**config.mk**
```make
export PLATFORM = sky130hd
export DESIGN_NAME = smas_addsub
export DESIGN_NICKNAME = d
export VERILOG_FILES = /design/src/rtl/smas_pkg.sv /design/src/rtl/smas_sign_route.sv /design/src/rtl/smas_mag_cmp.sv /design/src/rtl/smas_mag_core.sv /design/src/rtl/smas_addsub.sv
export SDC_FILE = /design/constraint.sdc
export NUM_CORES = 1
export LEC_CHECK = 0
export ABC_AREA = 1
export ABC_CLOCK_PERIOD_IN_PS = 4800
export BUFFER_PORTS_ARGS = -buffer_cell sky130_fd_sc_hd__buf_2
export CORE_MARGIN = 2
export CORE_UTILIZATION = 40
export DETAILED_ROUTE_END_ITERATION = 10
export PLACE_DENSITY = 0.71
export SLEW_MARGIN = 20
export SYNTH_ARGS = -nofsm -noshare
export SYNTH_HDL_FRONTEND = slang
export SYNTH_HIERARCHICAL = 1
export SYNTH_SLANG_ARGS = --single-unit
```
**constraint.sdc**
```tcl
create_clock -name vclk -period 4.8
set_input_delay 0.96 -clock vclk [all_inputs]
set_output_delay 0.96 -clock vclk [all_outputs]
set_load 0.005 [all_outputs]
```
**src/rtl/smas_pkg.sv**
```systemverilog
// Shared definitions for the signed-magnitude adder/subtractor.
// Assumes nothing beyond a 1-bit operation select.
package smas_pkg;

    // Operation select encoding seen on the sub_op port.
    typedef enum logic {
        SMAS_ADD = 1'b0,
        SMAS_SUB = 1'b1
    } smas_op_e;

endpackage

```
**src/rtl/smas_sign_route.sv**
```systemverilog
// Sign routing: applies the operation to the second operand's sign and
// reports whether the two effective signs agree.
// Assumes: op has already been decoded to smas_op_e.
module smas_sign_route
    import smas_pkg::*;
(
    input  logic     a_sign,
    input  logic     b_sign,
    input  smas_op_e op,
    output logic     eff_b_sign,
    output logic     same_sign
);

    // Invert B's sign for subtraction, then compare the signs.
    always_comb begin
        eff_b_sign = b_sign ^ (op == SMAS_SUB);
        same_sign  = (a_sign == eff_b_sign);
    end

endmodule

```
**src/rtl/smas_mag_cmp.sv**
```systemverilog
// Magnitude comparator: scans from the most significant bit downward and
// reports whether A's magnitude is at least B's and whether they tie.
// Assumes: both magnitudes are unsigned and MAG_W bits wide.
module smas_mag_cmp #(
    parameter int MAG_W = 7
) (
    input  logic [MAG_W-1:0] a_mag,
    input  logic [MAG_W-1:0] b_mag,
    output logic             a_ge_b,
    output logic             mag_tie
);

    // Per-bit decision chain: gt/lt resolved at the highest differing bit.
    logic [MAG_W:0] gt_chain;
    logic [MAG_W:0] lt_chain;

    assign gt_chain[MAG_W] = 1'b0;
    assign lt_chain[MAG_W] = 1'b0;

    generate
        for (genvar i = MAG_W - 1; i >= 0; i--) begin : g_bit
            // Keep an earlier decision, otherwise decide on this bit.
            always_comb begin
                gt_chain[i] = gt_chain[i+1] | (~lt_chain[i+1] &  a_mag[i] & ~b_mag[i]);
                lt_chain[i] = lt_chain[i+1] | (~gt_chain[i+1] & ~a_mag[i] &  b_mag[i]);
            end
        end
    endgenerate

    // Final flags from the bottom of the chain.
    always_comb begin
        a_ge_b  = ~lt_chain[0];
        mag_tie = ~gt_chain[0] & ~lt_chain[0];
    end

endmodule

```
**src/rtl/smas_mag_core.sv**
```systemverilog
// Magnitude arithmetic core: either adds the two magnitudes or subtracts
// the smaller from the larger, and reports the carry out of an addition.
// Assumes: in subtract mode big_mag >= small_mag, so no borrow can occur.
module smas_mag_core #(
    parameter int MAG_W = 7
) (
    input  logic [MAG_W-1:0] big_mag,
    input  logic [MAG_W-1:0] small_mag,
    input  logic             do_add,
    output logic [MAG_W-1:0] mag_res,
    output logic             carry_out
);

    localparam int EXT_W = MAG_W + 1;

    logic [EXT_W-1:0] wide;

    // One extended-width add or subtract, selected by do_add.
    always_comb begin
        if (do_add) begin
            wide = {1'b0, big_mag} + {1'b0, small_mag};
        end else begin
            wide = {1'b0, big_mag} - {1'b0, small_mag};
        end
        mag_res   = wide[MAG_W-1:0];
        carry_out = do_add & wide[MAG_W];
    end

endmodule

```
**src/rtl/smas_addsub.sv**
```systemverilog
// Top level of the signed-magnitude adder/subtractor. Splits the operands,
// routes signs, orders the magnitudes, runs the core and rebuilds the result.
// Assumes: WIDTH >= 2; the block is combinational and has no clock or reset.
module smas_addsub #(
    parameter int WIDTH = 8
) (
    input  logic             sub_op,
    input  logic [WIDTH-1:0] opnd_a,
    input  logic [WIDTH-1:0] opnd_b,
    output logic [WIDTH-1:0] result,
    output logic             overflow
);
    import smas_pkg::*;

    localparam int MAG_W = WIDTH - 1;

    smas_op_e         op_e;
    logic             a_sign;
    logic             b_sign;
    logic [MAG_W-1:0] a_mag;
    logic [MAG_W-1:0] b_mag;
    logic             eff_b_sign;
    logic             same_sign;
    logic             a_ge_b;
    logic             mag_tie;
    logic [MAG_W-1:0] big_mag;
    logic [MAG_W-1:0] small_mag;
    logic [MAG_W-1:0] mag_res;
    logic             carry_out;
    logic             res_sign;

    // Split operands into sign and magnitude and decode the operation.
    always_comb begin
        op_e   = smas_op_e'(sub_op);
        a_sign = opnd_a[WIDTH-1];
        b_sign = opnd_b[WIDTH-1];
        a_mag  = opnd_a[MAG_W-1:0];
        b_mag  = opnd_b[MAG_W-1:0];
    end

    smas_sign_route u_sign (
        .a_sign     (a_sign),
        .b_sign     (b_sign),
        .op         (op_e),
        .eff_b_sign (eff_b_sign),
        .same_sign  (same_sign)
    );

    smas_mag_cmp #(.MAG_W(MAG_W)) u_cmp (
        .a_mag   (a_mag),
        .b_mag   (b_mag),
        .a_ge_b  (a_ge_b),
        .mag_tie (mag_tie)
    );

    // Place the larger magnitude on the minuend side of the core.
    always_comb begin
        if (a_ge_b) begin
            big_mag   = a_mag;
            small_mag = b_mag;
        end else begin
            big_mag   = b_mag;
            small_mag = a_mag;
        end
    end

    smas_mag_core #(.MAG_W(MAG_W)) u_core (
        .big_mag   (big_mag),
        .small_mag (small_mag),
        .do_add    (same_sign),
        .mag_res   (mag_res),
        .carry_out (carry_out)
    );

    // Choose the result sign: the common sign, the larger operand's sign, or plus on a tie.
    always_comb begin
        if (same_sign) begin
            res_sign = a_sign;
        end else if (mag_tie) begin
            res_sign = 1'b0;
        end else if (a_ge_b) begin
            res_sign = a_sign;
        end else begin
            res_sign = eff_b_sign;
        end
    end

    // Rebuild the output word and flag.
    always_comb begin
        result   = {res_sign, mag_res};
        overflow = carry_out;
    end

endmodule

```
==> results of run 1 <==
==> layout make-up <==
cell class,instances,area (µm²),share of cell area (%)
repair inverters,1,5.00,0.385
multi-input cells,152,888,68.4
repair buffers,30,190,14.6
well taps,30,37.5,2.89
inverters,46,178,13.7
==> cells in the final DEF, fill, tap and decap left out, types with 7 or more instances in the layout <==
cell type,n
nand3_1,15
a21oi_1,7
inv_1,38
ha_1,7
nand2_2,11
buf_2,26
nor2_1,23
inv_2,7
nand2_1,53
==> worst max path at each step <==
stage / startpoint / slack [ns] / depth (start not counted) / end
floorplan: opnd_b[5] / 0.44 / 26 / result[6]
global placement: opnd_b[5] / 0.07 / 28 / result[6]
detailed placement: opnd_b[5] / 0.04 / 27 / result[6]
CTS: opnd_b[5] / 0.03 / 27 / result[6]
global route: opnd_b[5] / -0.05 / 31 / result[6]
finish: opnd_b[5] / 0.27 / 27 / overflow
==> per-layer routing <==
layer | GRT usage [%] | vias up | share of wire [%]
met5 | 0 | - | 0
met4 | 0 | 0 | 0
met3 | 0 | 0 | 3.0
met2 | 26.7 | 17 | 48
met1 | 19.6 | 496 | 49
li1 | - | 675 | -
==> worst max-delay path, stage by stage <==
cell	delay, ns
buf_2	0.10
inv_1	0.06
nor2_1	0.08
nand2_1	0.07
nand3_1	0.09
nand2_1	0.08
inv_2	0.06
nand2_2	0.05
inv_2	0.05
nand2_1	0.05
inv_1	0.09
nand3_2	0.10
nand2_4	0.11
inv_6	0.05
buf_12	0.13
nor2_1	0.10
a21oi_1	0.07
nor2_1	0.19
nand4_1	0.16
nand3b_1	0.11
nand2_1	0.06
ha_1	0.31
nand2_1	0.09
nand2_1	0.05
nor2_1	0.11
a21oi_2	0.06
buf_2	0.12
==> cell families (layout without fill, tap and decap cells) <==
kind of cell / Yosys count / count (layout) / synth area share, %
fa+ha+maj: 11 / 11 / 14.4
buf+inv: 50 / 77 / 20.9
simple gates: 113 / 113 / 48.0
xor+xnor: 5 / 5 / 4.33
compound gates: 23 / 23 / 12.4
==> metrics by stage <==
stage               hold WS [ns]  total power (µW)  cells  area [µm²]
CTS                         2.27               279    255        1150
floorplan                   2.13               210    202        1010
global route                2.32               375    259        1300
detailed placement          2.26               276    255        1150
finish                      2.26               325    259        1300
global placement            2.27               275    255        1150
==> power by group through the flow <==
stage	combinational (µW)	clock, µW	sequential (µW)
after floorplan	210	0	0
after global placement	275	0	0
after detailed placement	276	0	0
after CTS	279	0	0
after global routing	375	0	0
final	325	0	0
==> what timing repair did <==
item	in CTS	in global routing
resized for setup	0	36
buffers inserted	0	2
endpoints found under the setup margin	0	7
==> results.md, run 1 <==
- Hold Startpoint: opnd_a[7]
- DR vias/cell: 4.59
- PortBufs: 26
- First drt pass iteration count: 4
- Fin. max-slew vios: 0
- Final Cycle Share: 94.4%
- Area grow syn2layout: 28.5%
- FF+latch area: 0 µm²
- Most frequent cell after synthesis: nand2_1
- Required @ worst endpoint: 3.84 ns
- Antenna viol nets, final: 0
- Cell Int Power: 145 µW
- Synth top cells by count: nand2_1 (59), inv_1 (42), nor2_1 (25)
- Max-Cap Viols: 0
- Initial antenna violation count: 0
- Remaining global-route overflow: 0
- Vias: 1188
- Hold Path Cell Cnt: 4
- Number of sequential cells: 0
- Wire per inst: 8.57 µm
- Combinational share of power: 100.0%
- Detail Placement HPWL: 1680 µm
- CP Capture Type: primary output
- CTS Hold Bufs: 0
- Die span in y: 54.3 µm
- Psw: 180 µW
- Crit path time final: 4.53 ns
- Worst Hold End: result[7]
- Largest net degree at the start of global routing: 22
- Vias in the first global route: 935
- Clock power frac: 0%
- Post-Syn Nets: 230
- Sw frac: 55.4%
- Mapped Cells: 202
- Sequential cell area fraction in the yosys report: 0%
- Diode count: 0
- Initial core utilization: 41.6%
- Setup TNS: 0 ns
- Final GP Congestion: 0.765
- # DRC: 0
- # IOs: 26
- Total Routed Length: 2220 µm
- Share of cells above drive strength 1: 30.1%
- Final setup violation count: 0
- First-pass GRT wire length: 3370 µm
- Synth area leader: nand2_1
- Top cell type's share of synthesized area: 21.9%
- Worst slack, placed: 0.0369 ns
- Final Worst Setup Slack: 0.266 ns
- Die X: 54.3 µm
- Ys Warns: 6
- Worst Path Arrival: 3.57 ns
- Mean Syn Cell Area: 5.00 µm²
- All-Layer GR Usage: 14.4%
- Drt first-iter violations: 24
- Yosys cell types: 23
- Synth top area cells: nand2_1 (22%), inv_1 (16%), ha_1 (12%)
- Leak Pwr: 0.000779 µW
- Critical path class: input port to primary output
- Mapped Area: 1010 µm²
- Nets: 259
- CLK BUF: 0
- Min-Delay Path Class: input port to primary output
- Row count: 18
- Peak Freq: 0.221 GHz
- Status: finished, final reports clean
- Share of power burned in registers: 0%
- # fillers: 280
- Startpoint types: input port
- Utilization after layout: 53.4%
- Core Footprint: 2430 µm²
- Critical-path maximum fanout: 11
- Final Hold Vio Count: 0
- Slew HR: 80.6%
- Die Area: 2950 µm²
- Worst slew pin tran: 0.291 ns
- Max VDD drop: 0.174 mV
- Power per standard cell area: 250 nW/µm²
(Power assumes the default switching activity.)
==> inputs of run 2 (changes only) <==
- ABC_CLOCK_PERIOD_IN_PS: 4800 -> 5020
- clock period: 4.8 -> 5.02 ns (I/O delays scaled with it)
==> run 2 against run 1 <==
Compared with the run above: first-iteration DRC count shrank 71%; combinational power shrank 12%; final area shrank 4.7%; die area is the same; highest routed layer unchanged.
==> results.md, run 2 (synthesis results as in run 1) <==
- PortBufs: 26 (unchanged)
- Critical path class: input port to primary output (unchanged)
- Startpoint types: input port (unchanged)
- Drt first-iter violations: 7 (was 24)
- First drt pass iteration count: 4 (unchanged)
- Slew HR: 76.1% (was 80.6%)
- Hold Path Cell Cnt: 4 (unchanged)
- CLK BUF: 0 (unchanged)
- Core Footprint: 2430 µm² (unchanged)
- Antenna viol nets, final: 0 (unchanged)
- # IOs: 26 (unchanged)
- Final instance area: 1240 µm² (was 1300 µm²)
- Required @ worst endpoint: 4.02 ns (was 3.84 ns)
- Die span in y: 54.3 µm (unchanged)
- Final Hold Vio Count: 0 (unchanged)
- Die Area: 2950 µm² (unchanged)
- FF+latch area: 0 µm² (unchanged)
- Initial antenna violation count: 0 (unchanged)
- Hold WS: 2.35 ns (was 2.26 ns)
- Remaining global-route overflow: 0 (unchanged)
- Vias: 1166 (was 1188)
- Wire per inst: 7.96 µm (was 8.57 µm)
- First-pass GRT wire length: 3370 µm (unchanged)
- # fillers: 271 (was 280)
- Detail Placement HPWL: 1700 µm (was 1680 µm)
- Max-Cap Viols: 0 (unchanged)
- Multi-input logic area: 827 µm² (was 888 µm²)
- Share of cells above drive strength 1: 24.5% (was 30.1%)
- Utilization after layout: 50.9% (was 53.4%)
- Final setup violation count: 0 (unchanged)
- Final GP Congestion: 0.783 (was 0.765)
- Status: finished, final reports clean (unchanged)
- CP Capture Type: primary output (unchanged)
- Vias in the first global route: 946 (was 935)
- Commonest non-fill, non-tap cell in the layout: nand2_1 (unchanged)
- DR vias/cell: 4.50 (was 4.59)
- All-Layer GR Usage: 14.3% (was 14.4%)
- Largest net degree at the start of global routing: 22 (unchanged)
- Power per standard cell area: 232 nW/µm² (was 250 nW/µm²)
- Worst Path Arrival: 3.68 ns (was 3.57 ns)
- PnR Total Power: 287 µW (was 325 µW)
- Dpl cell area: 1150 µm² (unchanged)
- Row count: 18 (unchanged)
- Peak Freq: 0.214 GHz
- Area grow syn2layout: 22.4% (was 28.5%)
- Worst slew pin tran: 0.355 ns (was 0.291 ns)
- Die X: 54.3 µm (unchanged)
- Total Routed Length: 2060 µm (was 2220 µm)
- Crit path time final: 4.68 ns
- # DRC: 0 (unchanged)
- Commonest cells after routing, fill and taps aside: nand2_1 (58), inv_1 (41), buf_2 (26), nor2_1 (24), nand3_1 (14) (was nand2_1 (53), inv_1 (38), buf_2 (26), nor2_1 (23), nand3_1 (15))
- Nets: 259 (unchanged)
- Min-Delay Path Class: input port to primary output (unchanged)
- Crit path top cell by count: nand2_1 (unchanged)
- Max stage delay on crit path: 0.35 ns (was 0.31 ns)
- Diode count: 0 (unchanged)
- CP max stage cell: ha_1 (unchanged)
- Initial core utilization: 41.6% (unchanged)
- Fin. max-slew vios: 0 (unchanged)
- Number of sequential cells: 0 (unchanged)
- Max VDD drop: 0.139 mV (was 0.174 mV)
- Final Cycle Share: 93.2%
- Critical-path maximum fanout: 6 (was 11)
- Leak Pwr: 0.000779 µW (about the same)
==> run 2: what timing repair did <==
item	in CTS	in global routing
resized for setup	0	19
endpoints found under the setup margin	0	5
setup buffers	0	2
hold buffers	0	0
==> run 2: per-layer routing <==
layer  vias up  track usage, %  wire, µm
met2        17            27.3       952
met3         0               0        74
met5         -               0         0
li1        671               -         -
met1       478            19.0      1030
met4         0               0         0
==> run 2: final cells by class <==
type / count / area share (%)
timing repair inverter: 1 / 0.404
multi-input combinational: 152 / 66.8
inverter: 46 / 14.4
timing repair buffer: 30 / 15.4
tap: 30 / 3.03
==> run 2: report_power, final <==
group | switching (µW) | internal, µW
Clock | 0 | 0
Sequential | 0 | 0
Combinational | 158 | 129
==> run 2: worst paths after layout <==
path	start	to	slack (ns)
worst min-delay path	opnd_a[7]	result[7]	2.35
worst max-delay path	opnd_a[6]	result[5]	0.34
==> run 2: worst max-delay path: cells and delay by family <==
kind | cells | cell delay (ns)
simple gates | 13 | 1.05
compound gates | 3 | 0.30
fa+ha+maj | 2 | 0.54
xor+xnor | 1 | 0.13
buf+inv | 8 | 0.62
==> run 2: per-stage QoR <==
stage	cells	TNS, ns	setup WS [ns]
3_5_place_dp	255	0	0.185
3_3_place_gp	255	0	0.222
2_1_floorplan	202	0	0.568
6_report	259	0	0.341
5_1_grt	259	-0.00469	-0.00469
4_1_cts	255	0	0.179
